## src/rtl/sdr_seq_pkg.sv

```systemverilog
package sdr_seq_pkg;
  localparam int SD_ADDR_W   = 13;
  localparam int NCS         = 2;
  localparam int TF_W        = 4;
  localparam int REF_W       = 14;
  localparam int REF_DEFAULT = 8196;
  localparam int CMD_W       = 9 + SD_ADDR_W;
  localparam int BANK_TOP    = 4;
  localparam int NREF_LSB    = 5;
  localparam int NREF_W      = 4;
  localparam int MVAL_LSB    = 9;
  localparam int BUSY_BIT    = 5;

  localparam logic [2:0] A_CTRL = 3'd0;
  localparam logic [2:0] A_TIM  = 3'd1;
  localparam logic [2:0] A_CMD  = 3'd2;
  localparam logic [2:0] A_REF  = 3'd3;
  localparam logic [2:0] A_STAT = 3'd4;

  typedef enum logic [2:0] {
    M_NORMAL = 3'd0, M_CLKEN = 3'd1, M_PREALL = 3'd2, M_AREF = 3'd3,
    M_LOADMR = 3'd4, M_SELFREF = 3'd5, M_PWRDN = 3'd6, M_RSVD = 3'd7
  } sdr_mode_e;

  typedef enum logic [1:0] {ST_IDLE, ST_ISSUE, ST_WAIT} sdr_state_e;
  typedef enum logic [1:0] {K_NOP, K_PRE, K_REF, K_LMR} sdr_kind_e;
endpackage

```

## src/rtl/sdr_regs.sv

```systemverilog
module sdr_regs
  import sdr_seq_pkg::*;
#(
  parameter int RW = REF_W
) (
  input  logic              clk,
  input  logic              rst_n,
  input  logic              wr,
  input  logic [2:0]        addr,
  input  logic [31:0]       wdata,
  input  logic              cmd_accept,
  input  logic              busy,
  output logic [27:0]       tim_q,
  output logic [RW-1:0]     ref_cnt,
  output logic [31:0]       rdata
);
  logic [14:0]      ctrl_q, ctrl_d;
  logic [27:0]      tim_d;
  logic [CMD_W-1:0] cmd_q, cmd_d;
  logic [RW-1:0]    ref_d;
  logic             unused_hi;

  assign unused_hi = ^wdata[31:28];

  always_comb begin
    ctrl_d = ctrl_q;
    tim_d  = tim_q;
    cmd_d  = cmd_q;
    ref_d  = ref_cnt;
    if (wr && addr == A_CTRL) ctrl_d = wdata[14:0];
    if (wr && addr == A_TIM)  tim_d  = wdata[27:0];
    if (wr && addr == A_REF)  ref_d  = wdata[RW:1];
    if (cmd_accept)           cmd_d  = wdata[CMD_W-1:0];
  end

  always_ff @(posedge clk or negedge rst_n) begin
    if (!rst_n) begin
      ctrl_q  <= '0;
      tim_q   <= '0;
      cmd_q   <= '0;
      ref_cnt <= RW'(REF_DEFAULT);
    end else begin
      ctrl_q  <= ctrl_d;
      tim_q   <= tim_d;
      cmd_q   <= cmd_d;
      ref_cnt <= ref_d;
    end
  end

  always_comb begin
    rdata = '0;
    case (addr)
      A_CTRL:  rdata[14:0]      = ctrl_q;
      A_TIM:   rdata[27:0]      = tim_q;
      A_CMD:   rdata[CMD_W-1:0] = cmd_q;
      A_REF:   rdata[RW:1]      = ref_cnt;
      A_STAT:  rdata[BUSY_BIT]  = busy;
      default: rdata = '0;
    endcase
  end
endmodule

```

## src/rtl/sdr_ref_timer.sv

```systemverilog
module sdr_ref_timer #(
  parameter int RW = 14
) (
  input  logic          clk,
  input  logic          rst_n,
  input  logic          run,
  input  logic [RW-1:0] reload,
  output logic          req
);
  logic [RW-1:0] cnt_q, cnt_d;

  always_comb begin
    req   = run && (cnt_q == '0);
    cnt_d = (!run || cnt_q == '0) ? reload : cnt_q - 1'b1;
  end

  always_ff @(posedge clk or negedge rst_n) begin
    if (!rst_n) cnt_q <= '0;
    else        cnt_q <= cnt_d;
  end
endmodule

```

## src/rtl/sdr_cmd_fsm.sv

```systemverilog
module sdr_cmd_fsm
  import sdr_seq_pkg::*;
#(
  parameter int AW = SD_ADDR_W,
  parameter int TW = TF_W
) (
  input  logic               clk,
  input  logic               rst_n,
  input  logic               host_go,
  input  logic [CMD_W-1:0]   host_cmd,
  input  logic [TW-1:0]      t_rp,
  input  logic [TW-1:0]      t_rc,
  input  logic [TW-1:0]      t_mrd,
  input  logic               ref_req,
  output logic               accept,
  output logic               busy,
  output logic               normal,
  output logic               cke,
  output logic [NCS-1:0]     cs_n,
  output logic               ras_n,
  output logic               cas_n,
  output logic               we_n,
  output logic [AW-1:0]      addr
);
  localparam int WW = TW + 1;

  sdr_state_e        state_q, state_d;
  sdr_kind_e         kind_q, kind_d;
  logic [NCS-1:0]    banks_q, banks_d, nbank_q, nbank_d, hbanks;
  logic [WW-1:0]     wlen_q, wlen_d, cnt_q, cnt_d;
  logic [NREF_W-1:0] reps_q, reps_d;
  logic [AW-1:0]     mval_q, mval_d;
  logic              cke_q, cke_d, norm_q, norm_d;
  sdr_mode_e         mode;
  logic              host_ok, auto_go;
  logic [WW-1:0]     rc_wait;

  for (genvar g = 0; g < NCS; g++) begin : g_tgt
    assign hbanks[g] = host_cmd[BANK_TOP-g];
  end

  assign mode    = sdr_mode_e'(host_cmd[2:0]);
  assign host_ok = host_go && (mode != M_RSVD) && (hbanks != '0);
  assign accept  = (state_q == ST_IDLE) && host_ok;
  assign auto_go = (state_q == ST_IDLE) && !host_ok && ref_req;
  assign rc_wait = {1'b0, t_rc} + 1'b1;

  always_comb begin
    state_d = state_q; kind_d = kind_q; banks_d = banks_q; nbank_d = nbank_q;
    wlen_d  = wlen_q;  cnt_d  = cnt_q;  reps_d  = reps_q;  mval_d  = mval_q;
    cke_d   = cke_q;   norm_d = norm_q;
    case (state_q)
      ST_IDLE: begin
        if (accept) begin
          state_d = ST_ISSUE;
          banks_d = hbanks;
          mval_d  = host_cmd[MVAL_LSB +: AW];
          reps_d  = '0;
          wlen_d  = '0;
          kind_d  = K_NOP;
          norm_d  = (mode == M_NORMAL);
          if (mode == M_NORMAL) nbank_d = hbanks;
          case (mode)
            M_CLKEN:  cke_d = 1'b1;
            M_PREALL: begin kind_d = K_PRE; wlen_d = {1'b0, t_rp}; end
            M_AREF:   begin kind_d = K_REF; wlen_d = rc_wait;
                            reps_d = host_cmd[NREF_LSB +: NREF_W]; end
            M_LOADMR: begin kind_d = K_LMR; wlen_d = {1'b0, t_mrd}; end
            default:  kind_d = K_NOP;
          endcase
        end else if (auto_go) begin
          state_d = ST_ISSUE;
          banks_d = nbank_q;
          kind_d  = K_REF;
          reps_d  = '0;
          wlen_d  = rc_wait;
        end
      end
      ST_ISSUE: begin
        if (wlen_q != '0) begin
          state_d = ST_WAIT;
          cnt_d   = wlen_q - 1'b1;
        end else if (reps_q != '0) begin
          reps_d = reps_q - 1'b1;
        end else begin
          state_d = ST_IDLE;
        end
      end
      default: begin
        if (cnt_q != '0) begin
          cnt_d = cnt_q - 1'b1;
        end else if (reps_q != '0) begin
          reps_d  = reps_q - 1'b1;
          state_d = ST_ISSUE;
        end else begin
          state_d = ST_IDLE;
        end
      end
    endcase
  end

  always_ff @(posedge clk or negedge rst_n) begin
    if (!rst_n) begin
      state_q <= ST_IDLE; kind_q <= K_NOP; banks_q <= '0; nbank_q <= '0;
      wlen_q  <= '0;      cnt_q  <= '0;    reps_q  <= '0; mval_q  <= '0;
      cke_q   <= 1'b0;    norm_q <= 1'b0;
    end else begin
      state_q <= state_d; kind_q <= kind_d; banks_q <= banks_d; nbank_q <= nbank_d;
      wlen_q  <= wlen_d;  cnt_q  <= cnt_d;  reps_q  <= reps_d;  mval_q  <= mval_d;
      cke_q   <= cke_d;   norm_q <= norm_d;
    end
  end

  assign busy   = (state_q != ST_IDLE);
  assign normal = norm_q;
  assign cke    = cke_q;

  always_comb begin
    cs_n  = '1;
    ras_n = 1'b1;
    cas_n = 1'b1;
    we_n  = 1'b1;
    addr  = '0;
    if (busy) cs_n = ~banks_q;
    if (state_q == ST_ISSUE) begin
      case (kind_q)
        K_PRE:   begin ras_n = 1'b0; we_n = 1'b0; addr[10] = 1'b1; end
        K_REF:   begin ras_n = 1'b0; cas_n = 1'b0; end
        K_LMR:   begin ras_n = 1'b0; cas_n = 1'b0; we_n = 1'b0; addr = mval_q; end
        default: ;
      endcase
    end
  end
endmodule

```

## src/rtl/sdr_cmd_seq.sv

```systemverilog
module sdr_cmd_seq
  import sdr_seq_pkg::*;
(
  input  logic                 clk,
  input  logic                 rst_n,
  input  logic                 reg_wr,
  input  logic [2:0]           reg_addr,
  input  logic [31:0]          reg_wdata,
  output logic [31:0]          reg_rdata,
  output logic                 sd_cke,
  output logic [NCS-1:0]       sd_cs_n,
  output logic                 sd_ras_n,
  output logic                 sd_cas_n,
  output logic                 sd_we_n,
  output logic [SD_ADDR_W-1:0] sd_addr
);
  logic [1:0]       rst_sync;
  logic             rst_i_n;
  logic             busy, accept, normal, ref_req;
  logic [27:0]      tim_q;
  logic [REF_W-1:0] ref_cnt;

  always_ff @(posedge clk or negedge rst_n) begin
    if (!rst_n) rst_sync <= 2'b00;
    else        rst_sync <= {rst_sync[0], 1'b1};
  end
  assign rst_i_n = rst_sync[1];

  sdr_regs #(.RW(REF_W)) u_regs (
    .clk(clk), .rst_n(rst_i_n), .wr(reg_wr), .addr(reg_addr), .wdata(reg_wdata),
    .cmd_accept(accept), .busy(busy), .tim_q(tim_q), .ref_cnt(ref_cnt),
    .rdata(reg_rdata)
  );

  sdr_ref_timer #(.RW(REF_W)) u_tmr (
    .clk(clk), .rst_n(rst_i_n), .run(normal), .reload(ref_cnt), .req(ref_req)
  );

  sdr_cmd_fsm #(.AW(SD_ADDR_W), .TW(TF_W)) u_fsm (
    .clk(clk), .rst_n(rst_i_n),
    .host_go(reg_wr && reg_addr == A_CMD), .host_cmd(reg_wdata[CMD_W-1:0]),
    .t_rp(tim_q[23:20]), .t_rc(tim_q[15:12]), .t_mrd(tim_q[3:0]),
    .ref_req(ref_req), .accept(accept), .busy(busy), .normal(normal),
    .cke(sd_cke), .cs_n(sd_cs_n), .ras_n(sd_ras_n), .cas_n(sd_cas_n),
    .we_n(sd_we_n), .addr(sd_addr)
  );
endmodule

```

## config.mk

```make
export PLATFORM = sky130hd
export DESIGN_NAME = sdr_cmd_seq
export DESIGN_NICKNAME = d
export VERILOG_FILES = /design/src/rtl/sdr_seq_pkg.sv /design/src/rtl/sdr_regs.sv /design/src/rtl/sdr_ref_timer.sv /design/src/rtl/sdr_cmd_fsm.sv /design/src/rtl/sdr_cmd_seq.sv
export SDC_FILE = /design/constraint.sdc
export NUM_CORES = 1
export LEC_CHECK = 0
export BUFFER_PORTS_ARGS = -buffer_cell sky130_fd_sc_hd__buf_2
export CAP_MARGIN = 25
export CELL_PAD_IN_SITES_DETAIL_PLACEMENT = 0
export CELL_PAD_IN_SITES_GLOBAL_PLACEMENT = 2
export CORE_UTILIZATION = 40
export CTS_BUF_LIST = sky130_fd_sc_hd__clkbuf_2
export DETAILED_ROUTE_END_ITERATION = 16
export PLACE_DENSITY_LB_ADDON = 0.3
export SYNTH_ARGS = -nofsm -noshare
export SYNTH_HDL_FRONTEND = slang
export SYNTH_HIERARCHICAL = 1
export SYNTH_SLANG_ARGS = --single-unit
```

## constraint.sdc

```tcl
create_clock -name clk -period 5.7 [get_ports clk]
set_input_delay 0 -clock clk [delete_from_list [all_inputs] [get_ports clk]]
set_output_delay 0 -clock clk [all_outputs]
set_load 0.05 [all_outputs]
```

==> results of run 1 <==
[sequential cells by signal, summed over array words and instances, names as in the netlist, 4 cells and up]
name	flops
u_regs/tim_q	28
u_regs/cmd_q	22
u_fsm/reps_q	4
u_fsm/wlen_q	5
u_fsm/mval_q	13
u_regs/ctrl_q	15
u_tmr/cnt_q	14
u_fsm/cnt_q	5
u_regs/ref_cnt	14
[Yosys cell counts (5+ instances only)]
master	instances	area [um^2]
a21oi_1	16	80.08
a22oi_1	11	82.58
and2_1	18	112.6
buf_2	5	25.02
buf_4	11	82.58
buf_6	6	67.56
clkbuf_1	13	48.80
dfrtp_1	130	3253
inv_1	9	33.78
mux2_1	6	67.56
mux2_2	57	641.9
mux2_4	20	300.3
mux2i_1	7	70.07
mux4_2	13	292.8
nand2_1	68	255.2
nand3_1	7	35.03
nor2_1	29	108.9
nor2b_1	18	112.6
nor3_1	10	50.05
o21ai_0	22	110.1
or4_1	5	37.54
xnor2_1	12	105.1
[area by class of cell]
class / instances / share of cell area [%]
tap: 220 / 3.403
clock inverter: 14 / 2.320
inverter: 10 / 0.4640
multi-input combinational: 404 / 40.06
timing repair buffer: 132 / 11.69
sequential: 132 / 40.91
clock buffer: 18 / 1.114
antenna: 1 / 0.03094
[timing repair]
action | CTS | global route
hold endpoints to repair | 111 | 0
buffers inserted | 0 | 0
hold buffers | 46 | 0
endpoints found under the setup margin | 0 | 0
[through the flow]
step	std cells	hold WS, ns	total power [mW]	area [um^2]
floorplan	583	-0.2956	2.162	6815
global placement	850	-0.2147	2.349	7293
detailed placement	851	-0.2140	2.383	7321
CTS	929	0.0007007	3.062	8059
global route	931	0.01974	3.235	8089
finish	931	0.07702	3.037	8089
[tightest hold or removal path, stage by stage]
cell	delay [ns]
dlygate4sd3_1	0.53
buf_2	0.16
nand2_1	0.06
nand2_1	0.04
[worst min-delay path by stage]
stage,startpoint,to,slack (ns),depth (start not counted)
detailed placement,rst_n,rst_sync[0]$_DFF_PN0_,-0.21,1
global route,reg_wdata[11],u_regs/ref_cnt[10]$_DFFE_PN0P_,0.02,3
global placement,rst_n,rst_sync[0]$_DFF_PN0_,-0.21,1
floorplan,rst_n,rst_sync[0]$_DFF_PN0_,-0.30,0
finish,reg_wdata[14],u_fsm/mval_q[5]$_DFFE_PN0P_,0.08,4
CTS,reg_wdata[10],u_regs/ctrl_q[10]$_DFFE_PN0P_,0.0007,3
[cell families (layout without fill, tap and decap cells)]
logic type	after synthesis	count (layout)	share of synthesized area, %
other	2	6	0.1104
XOR/XNOR	13	13	1.673
AO/OA/AOI/OAI	88	88	9.232
adder cells (fa/ha/maj)	4	4	0.7356
flip-flops	132	132	48.58
multiplexers	104	104	20.50
buffers and inverters	47	174	3.954
AND/OR/NAND/NOR	190	190	15.21
[where the power goes]
| group | switching, mW | total [mW] | internal (mW) |
|---|---|---|---|
| clock network | 0.360 | 0.648 | 0.288 |
| registers | 0.227 | 1.42 | 1.20 |
| logic | 0.513 | 0.964 | 0.451 |
[per-layer routing]
| metal | wire (um) | GRT usage (%) | vias up | share of wire [%] |
|---|---|---|---|---|
| met5 | 0 | 0 | - | 0 |
| met4 | 196 | 6.003 | 0 | 1.2 |
| met3 | 565 | 4.253 | 15 | 3.5 |
| met2 | 7608 | 31.67 | 93 | 47 |
| met1 | 7736 | 26.46 | 2471 | 48 |
| li1 | - | - | 2303 | - |
[layout by cell type (no fill, tap or decap), types with 6 or more instances in the layout]
cell           count
o21ai_0           22
mux2_1             6
and2_1            18
mux2i_1            7
nor2b_1           18
dlygate4sd3_1     46
a21oi_1           16
nand2_1           68
mux2_2            57
nand3_1            7
a22oi_1           11
inv_1              9
clkbuf_2          18
mux4_2            13
mux2_4            20
nor3_1            10
nor2_1            29
dfrtp_1          129
xnor2_1           12
buf_2             80
==> out/results.ini, run 1 <==
[run_status]
status = complete, no violations

[floorplan]
rows = 47
die_w_um = 132.4
die_height_um = 132.4
core_um2 = 16580
dieArea_um2 = 17540
ios = 89
start_util_pct = 41.03

[synthesis]
synth_area_um2 = 6804
avgSynthCellArea_um2 = 11.73
ys_warn_count = 6
ys_async_sr_fraction_pct = 100.0
synthCells = 580
synth_edf_count = 0
synth_top_flop_cell = dfrtp_1
ys_seq_area_share_pct = 48.58
yosysUniqueCellTypes = 72
ys_ff_latch = 132

[cts]
clkLatencyLatePin_ns = 0.72
htreeDepth = 4
clk_path_buf_depth = 2
cts.clk_slew.worst_paths_ns = 0.21
root_buffer = clkbuf_2
cts_buffers = 17
cts_resized = 0
cts_sinks = 132
cts_tree = yes

[sta]
setup_ws_ns = 2.785
slew_viol_final = 0
rsz0062_at_grt = no
finalSetupTns_ns = 0
max_freq_mhz = 343.0
setup_viol = 0
hold_viol = 0
worst_slew_pin_slew_ns = 1.032
max_slew_margin_pct = 30.98
clock_skew_ns = 0.03379
fin_crit_sh_pct = 51.15
period_minus_slack_ns = 2.915

[detailed_routing]
drc_errors = 0
dr.pass1.iters = 4
wl_per_cell_um = 17.30
routed_wl_um = 16110
drtIter0Drc = 241
antenna_left = 0
avgViaCountPerCell = 5.244
vias = 4882

[worst_setup_path]
worstRegToRegCells = 10
r2r_slack_ns = 2.78
r2r-start = u_tmr/cnt_q[0]$_DFF_PN0_
critPathTopFamily = simple AND/OR/NAND/NOR gates
crit_chain = inv_1 > ha_1 > nor3b_1 > nand3_1 > nor3_1 > and4b_1 > a211oi_2 > nor3_2 > a311oi_1 > a21oi_1
critPathArrivalTime_ns = 3.50
critical_path_required_ns = 6.29
critPathBufInv = 1
crit_type = flop to flop
crit_cells = 10
cp_slowest_cell = dfrtp_1
cp-endpoint = u_fsm/reps_q[1]$_DFFE_PN0P_
crit_start = u_tmr/cnt_q[0]$_DFF_PN0_
worstPathMaxFanout = 6
critPathMaxStageDelay_ns = 0.46
crit_path_start_kind = flop
crit_path_end_kind = flop
r2r-end = u_fsm/reps_q[1]$_DFFE_PN0P_

[layout]
fill_cells = 1558
seq_area_um2 = 3309
multi_input_area_um2 = 3241
layout.nets = 739
layout-drive-gt1-share_pct = 33.10
synthToLayoutAreaGrowth_pct = 18.89
fin_util_pct = 48.78

[placement]
hpwl_um = 10830
post-place-ws_ns = 2.500
gp_congestion = 0.7690
io_buffer_count = 80

[global_routing]
antenna_found_initial = 1
grt_usage_pct = 19.61
overflow = 0
grt_pass1_vias = 5037
grt_max_degree = 73
grt_pass1_wl_um = 26720

[power_and_ir_drop]
power_density_nw_per_um2 = 375.4
leakagePower_nw = 3.653
ir_worst_vdd_mv = 0.1649

[run]
maxCapViolations = 0

[worst_hold_path]
hold_class = input pin to flop

No activity file was read; power rests on OpenSTA's default activity.
==> run 2, diff against run 1 <==
==> constraint.sdc (replaced) <==
create_clock -name clk -period 3.1 [get_ports clk]
set_input_delay 0 -clock clk [delete_from_list [all_inputs] [get_ports clk]]
set_output_delay 0 -clock clk [all_outputs]
set_load 0.05 [all_outputs]
==> run 2 against run 1 <==
  * Clock power grew 70%
  * Power grew 81%
  * Cell count grew 1.1%
  * Sequential power increased by 85%
  * Sequential cell count did not move
  * Combinational power grew 86%
  * Utilization is 0.32 points higher
  * Hold slack barely moved
  * First-iteration DRC count rose by 10%
  * Critical path depth up 1
  * Sequential share of layout area fell by 0.26 points
  * Via count shrank 0.57%
  * Critical path type is now input pin to flop
  * Critical endpoint is now u_fsm/nbank_q[0]$_DFFE_PN0P_
==> out/results.ini, run 2 (same netlist as run 1, synthesis figures left out) <==
[sta]
rsz0062_at_grt = no
hold_viol = 0
period_minus_slack_ns = 2.801
setup_ws_ns = 0.2995
max_slew_margin_pct = 55.51
clock_skew_ns = 0.04430
finalSetupTns_ns = 0
setup_viol = 0
slew_viol_final = 0
worst_slew_pin_slew_ns = 0.6674
fin_crit_sh_pct = 90.34
max_freq_mhz = 357.1

[floorplan]
core_um2 = 16580
die_height_um = 132.4
die_w_um = 132.4
dieArea_um2 = 17540
start_util_pct = 41.03
rows = 47
ios = 89

[worst_setup_path]
worstPathMaxFanout = 17
critPathMaxStageDelay_ns = 0.66
crit_start = reg_addr[0]
crit_path_end_kind = flop
critical_path_required_ns = 3.70
critPathBufInv = 5
r2r-start = u_tmr/cnt_q[0]$_DFF_PN0_
crit_path_start_kind = input pin
cp_slowest_cell = dlygate4sd3_1
cpMostUsedCell = dlygate4sd3_1
crit_chain = dlygate4sd3_1 > buf_2 > and4bb_2 > dlygate4sd3_1 > o21ai_2 > a31oi_4 > nand2_1 > buf_4 > nor4_2 > dlygate4sd3_1 > mux2_2
critPathArrivalTime_ns = 3.40
crit_type = input pin to flop
critPathTopFamily = buffers and inverters

[worst_hold_path]
hold_class = input pin to flop
hp-start = reg_wdata[19]

[cts]
cts_tree = yes
cts_buffers = 17
cts_sinks = 132
cts.clk_slew.worst_paths_ns = 0.18
htreeDepth = 4
clkLatencyLatePin_ns = 0.70
clk_path_buf_depth = 2
root_buffer = clkbuf_2
postCtsSetupBuffers = 0

[placement]
io_buffer_count = 80
post-place-ws_ns = 0.4525
postPlaceCellArea_um2 = 7398
hpwl_um = 10890
numPlacedInstances = 859
gp_congestion = 0.8068

[run]
maxCapViolations = 0

[layout]
largest_reg_flops = 28
reg_top3 = u_regs/tim_q x28, u_regs/cmd_q x22, u_regs/ctrl_q x15
largest-register = u_regs/tim_q
fill_cells = 1580
synthToLayoutAreaGrowth_pct = 19.66
layout_commonest_cell = dfrtp_1
finalNonFillerCells = 941
layout-drive-gt1-share_pct = 33.47
layout.nets = 749
final_cell_area_um2 = 8142
mostFrequentLayoutCells = dfrtp_1 (129), buf_2 (80), nand2_1 (68)

[global_routing]
grt_usage_pct = 19.71
grt_pass1_wl_um = 26960
grt_max_degree = 57
overflow = 0
grt_pass1_vias = 5136
antenna_found_initial = 1

[detailed_routing]
antenna_left = 0
wl_met1_um = 7976
drtIter0Drc = 265
drc_errors = 0
vias = 4854
routed-wl-met2_um = 7379
avgViaCountPerCell = 5.158
wl_per_cell_um = 17.08
met3RoutedLength_um = 531
routed_wl_um = 16070
dr.pass1.iters = 4
top_layer_used = met4

[power_and_ir_drop]
power.total_mw = 5.508
leakagePower_nw = 3.682
ir_worst_vdd_mv = 0.2235
power_density_nw_per_um2 = 676.5

[run_status]
status = complete, no violations

[run 2: worst min-delay path, stage by stage]
cell and delay (ns):
dlygate4sd3_1 0.52, buf_2 0.12, nand2_1 0.04, o21ai_0 0.06
[run 2: timing repair]
item | 4_1_cts | 5_1_grt
resized for setup | 0 | 0
hold endpoints to repair | 110 | 0
hold buffers | 49 | 0
[run 2: area by class of cell]
class / count / area [um^2] / area share [%]
repair buffers: 142 / 1026 / 12.60
flip-flops and latches: 132 / 3309 / 40.65
clock buffers: 18 / 90.09 / 1.107
inverters: 10 / 37.54 / 0.4610
diodes: 1 / 2.502 / 0.03074
multi-input cells: 404 / 3241 / 39.80
well taps: 220 / 275.3 / 3.381
clock inverters: 14 / 160.2 / 1.967
[run 2: worst paths after layout]
kind,cells past startpoint,end,slack (ns)
worst max-delay path,11,u_fsm/nbank_q[0]$_DFFE_PN0P_,0.30
worst min-delay path,4,u_fsm/mval_q[10]$_DFFE_PN0P_,0.08
worst max register to register,10,u_fsm/reps_q[1]$_DFFE_PN0P_,0.41
worst min register to register,0,u_fsm/mval_q[2]$_DFFE_PN0P_,0.38
max in group asynchronous,1,u_regs/ctrl_q[4]$_DFFE_PN0P_,1.92
min in group asynchronous,3,rst_sync[1]$_DFF_PN0_,0.10
[run 2: metal layers]
metal | track usage [%] | vias to the layer above
li1 | - | 2324
met1 | 27.62 | 2427
met2 | 30.38 | 87
met3 | 4.138 | 16
met5 | 0 | -
met4 | 6.705 | 0
[run 2: per-stage QoR]
stage / utilization, % / hold WS (ns)
after floorplan: - / -0.2956
after global placement: 44.61 / -0.2158
after detailed placement: 44.61 / -0.2131
after CTS: 49.08 / 0.002865
after global routing: 49.09 / 0.001600
final: 49.09 / 0.07677
[run 2: power by group]
| part | switching [mW] | internal [mW] | leakage, nW |
|---|---|---|---|
| clock network | 0.651 | 0.446 | 0.143 |
| registers | 0.420 | 2.20 | 1.64 |
| logic | 0.944 | 0.844 | 1.90 |
==> run 3, diff against run 2 <==
--- a/config.mk
+++ b/config.mk
@@ -7,9 +7,7 @@
 export LEC_CHECK = 0
 export BUFFER_PORTS_ARGS = -buffer_cell sky130_fd_sc_hd__buf_2
 export CAP_MARGIN = 25
-export CELL_PAD_IN_SITES_DETAIL_PLACEMENT = 0
-export CELL_PAD_IN_SITES_GLOBAL_PLACEMENT = 2
-export CORE_UTILIZATION = 40
+export CORE_UTILIZATION = 55
 export CTS_BUF_LIST = sky130_fd_sc_hd__clkbuf_2
 export DETAILED_ROUTE_END_ITERATION = 16
 export PLACE_DENSITY_LB_ADDON = 0.3
==> run 3 against run 2 <==
  * Global-route usage rose by 6.7 points
  * Sequential power barely moved
  * Clock skew fell by 0.0086 ns
  * Die area fell by 27%
  * Wire length fell by 3.7%
  * Cell count fell by 9.1%
  * Hold slack got worse by 0.016 ns
  * Critical path type unchanged
  * Largest cell class unchanged
  * Highest routed layer unchanged
==> out/results.ini, run 3 (same netlist as run 1, synthesis figures left out) <==
[layout]
fill_cells = 976
layout.nets = 738
n_antenna_cell = 0
multi_input_area_um2 = 3241
mostFrequentLayoutCells = dfrtp_1 (129), buf_2 (80), nand2_1 (68)
layout_commonest_cell = dfrtp_1
largest_reg_flops = 28
largest-register = u_regs/tim_q
finalNonFillerCells = 855
layout-drive-gt1-share_pct = 33.47
seq_area_um2 = 3309
reg_top3 = u_regs/tim_q x28, u_regs/cmd_q x22, u_regs/ctrl_q x15
final_cell_area_um2 = 7820
synthToLayoutAreaGrowth_pct = 14.93

[global_routing]
grt_max_degree = 90
antenna_found_initial = 0
grt_usage_pct = 26.40
overflow = 0
grt_pass1_wl_um = 25810
grt_pass1_vias = 5108

[worst_setup_path]
cp_slowest_cell = dlygate4sd3_1
crit_path_start_kind = input pin
crit_path_end_kind = flop
worstPathMaxFanout = 17
cpMostUsedCell = dlygate4sd3_1
critPathMaxStageDelay_ns = 0.61
crit_chain = dlygate4sd3_1 > buf_2 > and4bb_2 > dlygate4sd3_1 > o21ai_2 > a31oi_4 > nand2_1 > buf_4 > nor4_2 > mux2_2 > dlygate4sd3_1
crit_type = input pin to flop
critical_path_required_ns = 3.70
critPathBufInv = 5
critPathArrivalTime_ns = 3.53
critPathTopFamily = buffers and inverters

[sta]
hold_viol = 0
setup_viol = 0
max_slew_margin_pct = 53.14
slew_viol_final = 0
max_freq_mhz = 341.0
finalSetupTns_ns = 0
period_minus_slack_ns = 2.932
worst_slew_pin_slew_ns = 0.6976
fin_crit_sh_pct = 94.60
clock_skew_ns = 0.03574
rsz0062_at_grt = no

[placement]
numPlacedInstances = 784
io_buffer_count = 80
postPlaceCellArea_um2 = 7267
hpwl_um = 9967
gp_congestion = 0.8113

[power_and_ir_drop]
ir_worst_vdd_mv = 0.3981
power.total_mw = 5.197
leakagePower_nw = 3.599
power_density_nw_per_um2 = 664.6

[run]
maxCapViolations = 0

[detailed_routing]
drtIter0Drc = 297
wl_per_cell_um = 18.11
routed_wl_um = 15480
avgViaCountPerCell = 5.847
vias = 4999
dr.pass1.iters = 5
drc_errors = 0
antenna_left = 0

[cts]
cts.clk_slew.worst_paths_ns = 0.17
clk_path_buf_depth = 2
cts_sinks = 132
cts_resized = 0
htreeDepth = 4
cts_buffers = 17
postCtsSetupBuffers = 0
clkLatencyLatePin_ns = 0.71
root_buffer = clkbuf_2
cts_tree = yes

[floorplan]
die_w_um = 113.2
die_height_um = 113.2
rows = 40
ios = 89
core_um2 = 12010
dieArea_um2 = 12820
start_util_pct = 56.65

[worst_hold_path]
hold_class = input pin to flop

[run_status]
status = complete, no violations

[run 3: worst min-delay path, delay by kind of cell]
kind,cells,cell delay (ns)
AND/OR/NAND/NOR,2,0.10
buffers and inverters,2,0.64
[run 3: metal layers]
metal  global-route usage, %  vias up  wire length [um]
met5                       0        -                 0
li1                        -     2314                 -
met4                   10.70        0               357
met1                   35.16     2488              6923
met2                   42.29      170              7494
met3                   5.785       27               707
[run 3: worst paths after layout]
check | from | end | slack, ns | cells after the start
max | reg_addr[0] | u_fsm/nbank_q[0]$_DFFE_PN0P_ | 0.17 | 11
min reg2reg | rst_sync[1]$_DFF_PN0_ | u_regs/cmd_q[9]$_DFFE_PN0P_ | 0.33 | 0
min | reg_wdata[15] | u_fsm/mval_q[6]$_DFFE_PN0P_ | 0.06 | 4
min in group asynchronous | rst_n | rst_sync[1]$_DFF_PN0_ | 0.11 | 3
max reg2reg | u_tmr/cnt_q[10]$_DFF_PN0_ | u_fsm/reps_q[1]$_DFFE_PN0P_ | 0.38 | 7
max in group asynchronous | rst_sync[1]$_DFF_PN0_ | u_fsm/nbank_q[1]$_DFFE_PN0P_ | 1.87 | 1
[run 3: per-stage QoR]
| stage | hold WS [ns] | setup WS, ns | util [%] |
|---|---|---|---|
| after floorplan | -0.2956 | 0.7983 | - |
| after global placement | -0.2134 | 0.5094 | 60.50 |
| after detailed placement | -0.2136 | 0.4411 | 60.50 |
| after CTS | 0.0003486 | 0.3379 | 65.10 |
| after global routing | 0.005324 | 0.09885 | 65.10 |
| final | 0.06126 | 0.1675 | 65.10 |
[run 3: repair_timing]
action | CTS | global route
setup endpoints to repair | 0 | 0
hold endpoints to repair | 111 | 0
hold buffers | 40 | 0
[run 3: power breakdown]
group / leakage [nW] / internal (mW) / switching [mW]
registers: 1.64 / 2.20 / 0.423
clock network: 0.113 / 0.204 / 0.586
logic: 1.84 / 0.826 / 0.955
[run 3: cell type report]
class	instances	share of cell area [%]
Sequential cell	132	42.32
Multi-Input combinational cell	404	41.44
Timing Repair Buffer	131	11.46
Tap cell	147	2.352
Clock buffer	22	1.408
Clock inverter	9	0.5440
Inverter	10	0.4800
